**src/rtl/sg_dma_engine.sv**
```systemverilog
module sg_dma_engine #(
  parameter int RAW  = 12,
  parameter int LENW = 29
) (
  input  logic            clk,
  input  logic            rst_n,
  input  logic            reg_wr,
  input  logic [RAW-1:0]  reg_addr,
  input  logic [31:0]     reg_wdata,
  output logic [31:0]     reg_rdata,
  output logic            mem_req,
  output logic            mem_we,
  output logic [31:0]     mem_addr,
  output logic [31:0]     mem_wdata,
  input  logic            mem_ack,
  input  logic            mem_err,
  input  logic [31:0]     mem_rdata,
  input  logic            dev_in_valid,
  input  logic [31:0]     dev_in_data,
  output logic            dev_in_ready,
  output logic            dev_out_valid,
  output logic [31:0]     dev_out_data,
  input  logic            dev_out_ready,
  input  logic            dev_irq,
  input  logic            link_irq,
  output logic            irq
);
  localparam logic [RAW-1:0] A_CTL = RAW'('h180);
  localparam logic [RAW-1:0] A_STA = RAW'('h184);
  localparam logic [RAW-1:0] A_IEN = RAW'('h188);
  localparam logic [RAW-1:0] A_TBL = RAW'('h198);

  typedef enum logic [2:0] {S_IDLE, S_DADR, S_DLEN, S_PULL, S_MWR, S_MRD, S_PUSH} st_t;
  st_t st;

  logic c_rw, c_desc, c_hold, c_wide, c_ism;
  logic [11:0] ien;
  logic [31:0] tbl, ptr, buf_a, beat;
  logic [LENW-1:0] rem;
  logic last, nend, err, devint, dnend;

  wire act      = st != S_IDLE;
  wire ctl_wr   = reg_wr && reg_addr == A_CTL;
  wire sta_wr   = reg_wr && reg_addr == A_STA;
  wire hold_now = c_hold || (ctl_wr && reg_wdata[7]);
  wire stop_req = ctl_wr && reg_wdata[1] && act;
  wire go       = ctl_wr && reg_wdata[0] && !reg_wdata[1] && reg_wdata[3] && !hold_now && !act;
  wire lastbeat = rem <= LENW'(4);
  wire [LENW-1:0] new_len = mem_rdata[LENW-1:0];

  wire [31:0] sta_w = {20'd0, link_irq && !c_hold, 4'd0, dnend, 1'b0, devint, 1'b0, err, nend, act};
  wire [31:0] ctl_w = {15'd0, c_ism, 4'd0, c_wide, 3'd0, c_hold, 3'd0, c_desc, c_rw, 1'b0, act};

  assign mem_req       = st == S_DADR || st == S_DLEN || st == S_MWR || st == S_MRD;
  assign mem_we        = st == S_MWR;
  assign mem_addr      = (st == S_DADR || st == S_DLEN) ? ptr : buf_a;
  assign mem_wdata     = beat;
  assign dev_in_ready  = st == S_PULL;
  assign dev_out_valid = st == S_PUSH;
  assign dev_out_data  = beat;
  assign irq           = |(sta_w[11:0] & ien);

  always_comb begin
    case (reg_addr)
      A_CTL:   reg_rdata = ctl_w;
      A_STA:   reg_rdata = sta_w;
      A_IEN:   reg_rdata = {20'd0, ien};
      A_TBL:   reg_rdata = tbl;
      default: reg_rdata = '0;
    endcase
  end

  always_ff @(posedge clk or negedge rst_n) begin
    if (!rst_n) begin
      st <= S_IDLE;
      {c_rw, c_desc, c_hold, c_wide, c_ism} <= '0;
      ien <= '0; tbl <= '0; ptr <= '0; buf_a <= '0; beat <= '0; rem <= '0;
      {last, nend, err, devint, dnend} <= '0;
    end else begin
      if (ctl_wr) begin
        c_ism  <= reg_wdata[16];
        c_wide <= reg_wdata[11];
        c_hold <= reg_wdata[7];
        c_desc <= reg_wdata[3];
        c_rw   <= reg_wdata[2];
      end
      if (reg_wr && reg_addr == A_IEN) ien <= reg_wdata[11:0];
      if (reg_wr && reg_addr == A_TBL) tbl <= {reg_wdata[31:2], 2'b00};
      if (sta_wr) begin
        if (reg_wdata[1]) nend   <= 1'b0;
        if (reg_wdata[2]) err    <= 1'b0;
        if (reg_wdata[4]) devint <= 1'b0;
        if (reg_wdata[6]) dnend  <= 1'b0;
      end
      if (dev_irq) devint <= 1'b1;

      case (st)
        S_IDLE: if (go) begin ptr <= tbl; st <= S_DADR; end
        S_DADR: if (mem_ack) begin
          if (mem_err) begin err <= 1'b1; st <= S_IDLE; end
          else begin
            buf_a <= {mem_rdata[31:1], 1'b0};
            last  <= mem_rdata[0];
            ptr   <= ptr + 32'd4;
            st    <= S_DLEN;
          end
        end
        S_DLEN: if (mem_ack) begin
          if (mem_err) begin err <= 1'b1; st <= S_IDLE; end
          else begin
            rem <= new_len;
            ptr <= ptr + 32'd4;
            if (new_len != '0)  st <= c_rw ? S_PULL : S_MRD;
            else if (last)      begin dnend <= 1'b1; st <= S_IDLE; end
            else                st <= S_DADR;
          end
        end
        S_PULL: if (dev_in_valid) begin beat <= dev_in_data; st <= S_MWR; end
        S_MRD: if (mem_ack) begin
          if (mem_err) begin err <= 1'b1; st <= S_IDLE; end
          else begin beat <= mem_rdata; st <= S_PUSH; end
        end
        S_MWR, S_PUSH: if (st == S_MWR ? mem_ack : dev_out_ready) begin
          if (st == S_MWR && mem_err) begin err <= 1'b1; st <= S_IDLE; end
          else begin
            buf_a <= buf_a + 32'd4;
            rem   <= lastbeat ? '0 : rem - LENW'(4);
            if (!lastbeat)  st <= c_rw ? S_PULL : S_MRD;
            else if (last)  begin dnend <= 1'b1; st <= S_IDLE; end
            else            st <= S_DADR;
          end
        end
        default: st <= S_IDLE;
      endcase

      if (stop_req) begin
        nend <= 1'b1;
        st   <= S_IDLE;
      end
      if (hold_now) begin
        st <= S_IDLE;
        {last, nend, err, devint, dnend} <= '0;
        ptr <= '0; buf_a <= '0; beat <= '0; rem <= '0;
      end
    end
  end
endmodule


```
**config.mk**
```make
export PLATFORM = sky130hd
export DESIGN_NAME = sg_dma_engine
export DESIGN_NICKNAME = d
export VERILOG_FILES = /design/src/rtl/sg_dma_engine.sv
export SDC_FILE = /design/constraint.sdc
export NUM_CORES = 1
export LEC_CHECK = 0
export CAP_MARGIN = 20
export CORE_ASPECT_RATIO = 1.75
export CORE_MARGIN = 1.5
export CORE_UTILIZATION = 56
export CTS_BUF_LIST = sky130_fd_sc_hd__clkbuf_8 sky130_fd_sc_hd__clkbuf_16
export DETAILED_ROUTE_END_ITERATION = 8
export HOLD_SLACK_MARGIN = 0.05
export PLACE_DENSITY_LB_ADDON = 0.2
export SYNTH_ARGS = -nofsm -noshare
export SYNTH_HDL_FRONTEND = slang
export SYNTH_SLANG_ARGS = --single-unit
```
**constraint.sdc**
```tcl
create_clock -name clk -period 5.5 [get_ports clk]
set_input_delay 0.825 -clock clk [delete_from_list [all_inputs] [get_ports clk]]
set_output_delay 0.825 -clock clk [all_outputs]
set_load 0.02 [all_outputs]
```
==> reports/qor.yml, run 1 <==
path_cells: "clkdlybuf4s50_1, or3_1, or4_1, nor3b_2, a222oi_1, inv_1, clkdlybuf4s50_1"
startpoint_type: "input port"
place_congestion: 0.934
rows: 68
antenna_cells: 0
place.detailed.hpwl_mm: 26.5
drt-wirelength-per-cell_um: 20.9
tightest_slew_ns: 1.04
antenna_found_initial: 0
first_iter_violations: 924
syn_area_per_cell_um2: 8.30
dr.pass1.iters: 8
cp.required_ns: 4.68
layout-drive-gt1-share: 0.0811
tritoncts: "built"
ys_seq_elements: 177
fin_cells: 1762
cts.repair_timing.setup_buffer_count: 0
worst_slack_ns: 1.10
synth_warnings: 0
ios: 250
maxSlewHeadroom: 0.299
drcViolationCount: 1
finalWirelength_mm: 36.8
grt_max_degree: 80
initial_core_util: 0.568
crit_top_cell: "clkdlybuf4s50_1"
grt-ovfl-total: 0
syn2layout_area_growth_pct: 27.0
cts_buffer_depth: 2
tns_ns: 0
p_leak_nw: 5.94
postPlaceCellArea_um2: 13500
synth_flop_cell: "dfrtp_1"
total_power_w: 0.00682
grt_pass1_wl_mm: 58.7
endpoint_kind: "output pin"
fin_crit_ns: 4.40
finalNetCount: 1626
cp_top_family: "simple AND/OR/NAND/NOR gates"
cts_buffers: 17
via_per_inst: 6.43
synthDistinctLibCells: 77
pwr_density_cell_nw_per_um2: 483
dpl_worst_slack_ns: 1.12
cts-root-buf: "clkbuf_16"
critPathMaxFanout: 8
critPathArrivalTime_ns: 3.58
setup_viol: 0
fin_area_um2: 14100
dp_cells: 1730
fillers: 1573
cpMaxStageDelayCell: "clkdlybuf4s50_1"
postCtsHoldBufs: 0
finalCritPeriodShare: 0.800
clk-insertion-delay-late_ns: 0.44
fmax_mhz: 227
rsz0062_at_grt: "no"
clock_skew_ns: 0.0104
syn-cell-area_um2: 11100
grt_pass1_vias: 11200
synth.yosys.seq_area_share: 0.398
htreeDepth: 4
clock_sinks: 177
die_x_um: 110
synth_edf_count: 0
min_path_type: "input port to asynchronous set/reset pin"
hold_viol_final: 0
max_cap_violations: 0
syn_nets: 1461
cts_resized: 0
irDropWorstVdd_mv: 0.317
vias: 11300
final_common_cell: "clkdlybuf4s50_1"
port_buffers: 248
slowest_delay_ns: 0.60
synthArstFlopShare: 1.00
final_cell_mix: "clkdlybuf4s50_1, nand2_1, dfrtp_1"
synthCells: 1340
ant_nets: 0
slew_viol_final: 0
violations: "design-rule violations"
critPathBufInv: 3
track_usage: 0.366
core-area_um2: 19600
die_area_um2: 20700
clk_pin_slew_ns: 0.07
worstSetupPathType: "input port to output pin"
die_y_um: 189
status: "finished with violations"
[Yosys cell counts, drive strengths merged (11+ instances only)]
master,number,area [µm²]
nor4,20,146
buf,55,365
inv,16,60.1
nand2b,11,68.8
dfrtp,177,4430
o31ai,17,128
a31oi,20,125
mux2,43,484
o21ai,85,429
a22oi,15,113
nor2,132,498
a21oi,95,475
a211oi,40,300
clkbuf,68,255
nand2,235,882
nand3,39,195
nor3,25,125
and2,29,181
nand4,23,144
mux2i,41,410
[kinds of logic (layout without fill, tap and decap cells)]
logic type	Yosys count	after routing	share of synthesized area
fa+ha+maj	4	4	0.00450
other cells	1	1	0.000337
compound gates	365	365	0.215
buf+inv	139	316	0.0612
simple gates	570	570	0.240
flops	177	177	0.398
mux	84	84	0.0805
[metrics by stage]
step	utilization	hold slack, ns
after floorplan	-	0.438
after global placement	0.690	0.456
after detailed placement	0.690	0.458
after CTS	0.720	0.450
after global routing	0.722	0.469
final	0.722	0.404
[routing by layer]
metal | routed length [µm] | global-route usage | up-vias
li1 | - | - | 5167
met1 | 12900 | 0.417 | 5477
met2 | 19000 | 0.615 | 538
met3 | 2340 | 0.0623 | 144
met4 | 2540 | 0.245 | 0
met5 | 0 | 0 | -
[final cells by class]
| type | instances | area (µm²) | area share |
|---|---|---|---|
| Multi-Input combinational cell | 1024 | 6070 | 0.430 |
| Sequential cell | 177 | 4430 | 0.314 |
| Timing Repair Buffer | 269 | 2660 | 0.188 |
| Clock buffer | 17 | 425 | 0.0301 |
| Tap cell | 245 | 307 | 0.0217 |
| Clock inverter | 14 | 166 | 0.0118 |
| Inverter | 16 | 60.1 | 0.00425 |
[worst paths after layout]
path | from | slack (ns) | cells after the start | end
min in group clk | c_wide | 0.47 | 2 | c_wide
setup reg to reg | rem[14] | 2.37 | 6 | rem[28]
hold reg to reg | c_wide | 0.47 | 2 | c_wide
hold / removal | rst_n | 0.40 | 1 | dev_out_data[3]
max in group asynchronous | rst_n | 3.87 | 2 | ptr[27]
setup / recovery | reg_addr[1] | 1.10 | 7 | reg_rdata[4]
[registers in the layout (all words and copies together), names as in the netlist, 3 cells and up]
| name | count |
|---|---|
| dev_out_data | 32 |
| buf_a | 31 |
| rem | 29 |
| tbl | 30 |
| st | 3 |
| ptr | 30 |
| ien | 12 |
[power breakdown]
group / total, W / internal (W) / leakage (nW) / switching (W)
logic: 0.00344 / 0.00143 / 3.42 / 0.00201
registers: 0.00213 / 0.00167 / 2.23 / 0.000462
clock network: 0.00125 / 0.000711 / 0.286 / 0.000539
(Power assumes the default switching activity.)
==> run 2: changes to the inputs <==
- CORE_UTILIZATION: 56 -> 47
- clock period: 5.5 -> 3.9 ns (I/O delays scaled with it)
==> reports/qor.yml, run 2 (synthesis results as in run 1) <==
status: "completed"  # was finished with violations
grt_pass1_vias: 10700  # was 11.2k
multi_input_area_um2: 6070  # about the same
grt-ovfl-total: 0  # unchanged
fin_crit_ns: 3.72
swShare: 0.437  # was 0.441
largest_reg_flops: 32  # unchanged
place_congestion: 0.922  # was 0.934
wl_met3_mm: 1.99  # was 2.34 mm
worst_slack_ns: 0.181  # was 1.10 ns
maxSlewHeadroom: 0.444  # was 0.299
rr_worst_depth: 6  # unchanged
comb_power_share: 0.501  # was 0.504
postPlaceCellArea_um2: 13700  # was 13500 µm²
tritoncts: "built"  # unchanged
total_power_w: 0.00974  # was 0.00682 W
slew_viol_final: 0  # unchanged
htreeDepth: 4  # unchanged
fmax_mhz: 269
fin_util: 0.615  # was 0.722
dr.pass1.iters: 9  # was 8
tightest_slew_ns: 0.834  # was 1.04 ns
critPathArrivalTime_ns: 3.13  # was 3.58 ns
initial_core_util: 0.477  # was 0.568
finalNetCount: 1641  # was 1626
die_area_um2: 24600  # was 20700 µm²
p_leak_nw: 6.04  # was 5.94 nW
r2r_slack_ns: 1.04  # was 2.37 ns
setup_viol: 0  # unchanged
core-area_um2: 23300  # was 19600 µm²
ant_nets: 0  # unchanged
hold_viol_final: 0  # unchanged
rsz0062_at_grt: "no"  # unchanged
reg2reg_from: "rem[14]"  # unchanged
fin_area_um2: 14400  # was 14100 µm²
die_y_um: 206  # was 189 µm
cts_buffer_depth: 2  # unchanged
top_layer: "met4"  # unchanged
p_switching_w: 0.00426  # was 0.00301 W
layout-drive-gt1-share: 0.0920  # was 0.0811
endpoint_kind: "output pin"  # unchanged
clock_sinks: 177  # unchanged
p_int_w: 0.00548  # was 0.00381 W
vias: 11200  # was 11.3k
rows: 74  # was 68
finalWirelength_mm: 37.1  # was 36.8 mm
track_usage: 0.301  # was 0.366
clk-insertion-delay-late_ns: 0.45  # was 0.44 ns
tns_ns: 0  # unchanged
pwr-share-seq: 0.308  # was 0.313
syn2layout_area_growth_pct: 29.1  # was 27.0%
first_iter_violations: 1002  # was 924
pwr_density_cell_nw_per_um2: 679  # was 483 nW/µm²
dpl_worst_slack_ns: 0.0595  # was 1.12 ns
grt_max_degree: 81  # was 80
clock_power_share: 0.191  # was 0.183
cts-root-buf: "clkbuf_16"  # unchanged
crit_top_cell: "clkdlybuf4s50_1"  # unchanged
min_path_type: "input port to asynchronous set/reset pin"  # unchanged
grt_pass1_wl_mm: 58.4  # was 58.7 mm
port_buffers: 248  # unchanged
drcViolationCount: 0  # was 1
wl_met1_mm: 13.8  # was 12.9 mm
startpoint_type: "input port"  # unchanged
critPathMaxFanout: 5  # was 8
path_cells: "clkdlybuf4s50_1, or3_1, or4_4, nor3b_4, buf_4, a22o_1, clkdlybuf4s50_1"  # was clkdlybuf4s50_1, or3_1, or4_1, nor3b_2, a222oi_1, inv_1, clkdlybuf4s50_1
finalCritPeriodShare: 0.954
antenna_found_initial: 0  # unchanged
postCtsHoldBufs: 0  # unchanged
drt-wirelength-per-cell_um: 20.2  # was 20.9 µm
wl_met2_mm: 19.4  # was 19.0 mm
final_common_cell: "clkdlybuf4s50_1"  # unchanged
final_cell_mix: "clkdlybuf4s50_1, nand2_1, dfrtp_1"  # unchanged
clock_skew_ns: 0.0117  # was 0.0104 ns
ios: 250  # unchanged
clk_pin_slew_ns: 0.06  # was 0.07 ns
via_per_inst: 6.12  # was 6.43
worstSetupPathType: "input port to output pin"  # unchanged
slowest_delay_ns: 0.60  # about the same
cts_buffers: 17  # unchanged
fillers: 2133  # was 1573
ff_latch_area_um2: 4430  # unchanged
antenna_cells: 0  # unchanged
cpMaxStageDelayCell: "clkdlybuf4s50_1"  # unchanged
reg2reg_to: "rem[12]"  # was rem[28]
irDropWorstVdd_mv: 0.406  # was 0.317 mV
max_cap_violations: 0  # unchanged
cp.required_ns: 3.31  # was 4.68 ns
place.detailed.hpwl_mm: 27.0  # was 26.5 mm
die_x_um: 119  # was 110 µm
run 2: power by group through the flow:
stage / clock, W / sequential, W / combinational (W)
after floorplan: 0 / 0.00300 / 0.00296
after global placement: 0 / 0.00298 / 0.00479
after detailed placement: 0 / 0.00301 / 0.00485
after CTS: 0.00187 / 0.00298 / 0.00487
after global routing: 0.00194 / 0.00308 / 0.00528
final: 0.00186 / 0.00299 / 0.00488
run 2: metrics by stage:
| stage | hold WS (ns) | instances |
|---|---|---|
| after floorplan | 0.289 | 1340 |
| after global placement | 0.452 | 1805 |
| after detailed placement | 0.457 | 1805 |
| after CTS | 0.240 | 1837 |
| after global routing | 0.252 | 1837 |
| final | 0.190 | 1837 |
run 2: critical path: cells and delay by family:
family          cells  cell delay, ns
simple gates        3            1.23
buf+inv             3            1.19
compound gates      1            0.13
run 2: worst max path at each step:
stage                     cells after the start       endpoint    startpoint  slack, ns
after floorplan                               4  reg_rdata[11]  reg_addr[11]       0.86
after global placement                        7  reg_rdata[10]  reg_addr[11]       0.06
after detailed placement                      7   reg_rdata[9]  reg_addr[11]       0.06
after CTS                                     7   reg_rdata[9]  reg_addr[11]       0.04
after global routing                          6   mem_addr[20]         st[0]       0.04
final                                         7   reg_rdata[9]   reg_addr[1]       0.18
run 2: final cells by class:
type / instances / area share
Tap cell: 304 / 0.0265
Clock buffer: 18 / 0.0306
Inverter: 16 / 0.00418
Clock inverter: 14 / 0.0132
Timing Repair Buffer: 284 / 0.194
Sequential cell: 177 / 0.309
Multi-Input combinational cell: 1024 / 0.423
run 2: layer usage:
layer | track usage | up-vias
met1 | 0.345 | 5422
met2 | 0.535 | 492
met3 | 0.0447 | 119
met5 | 0 | -
met4 | 0.167 | 0
li1 | - | 5202
run 2: timing repair:
action	in CTS	in global routing
resized for setup	0	2
setup endpoints to repair	0	6
buffers inserted	0	0
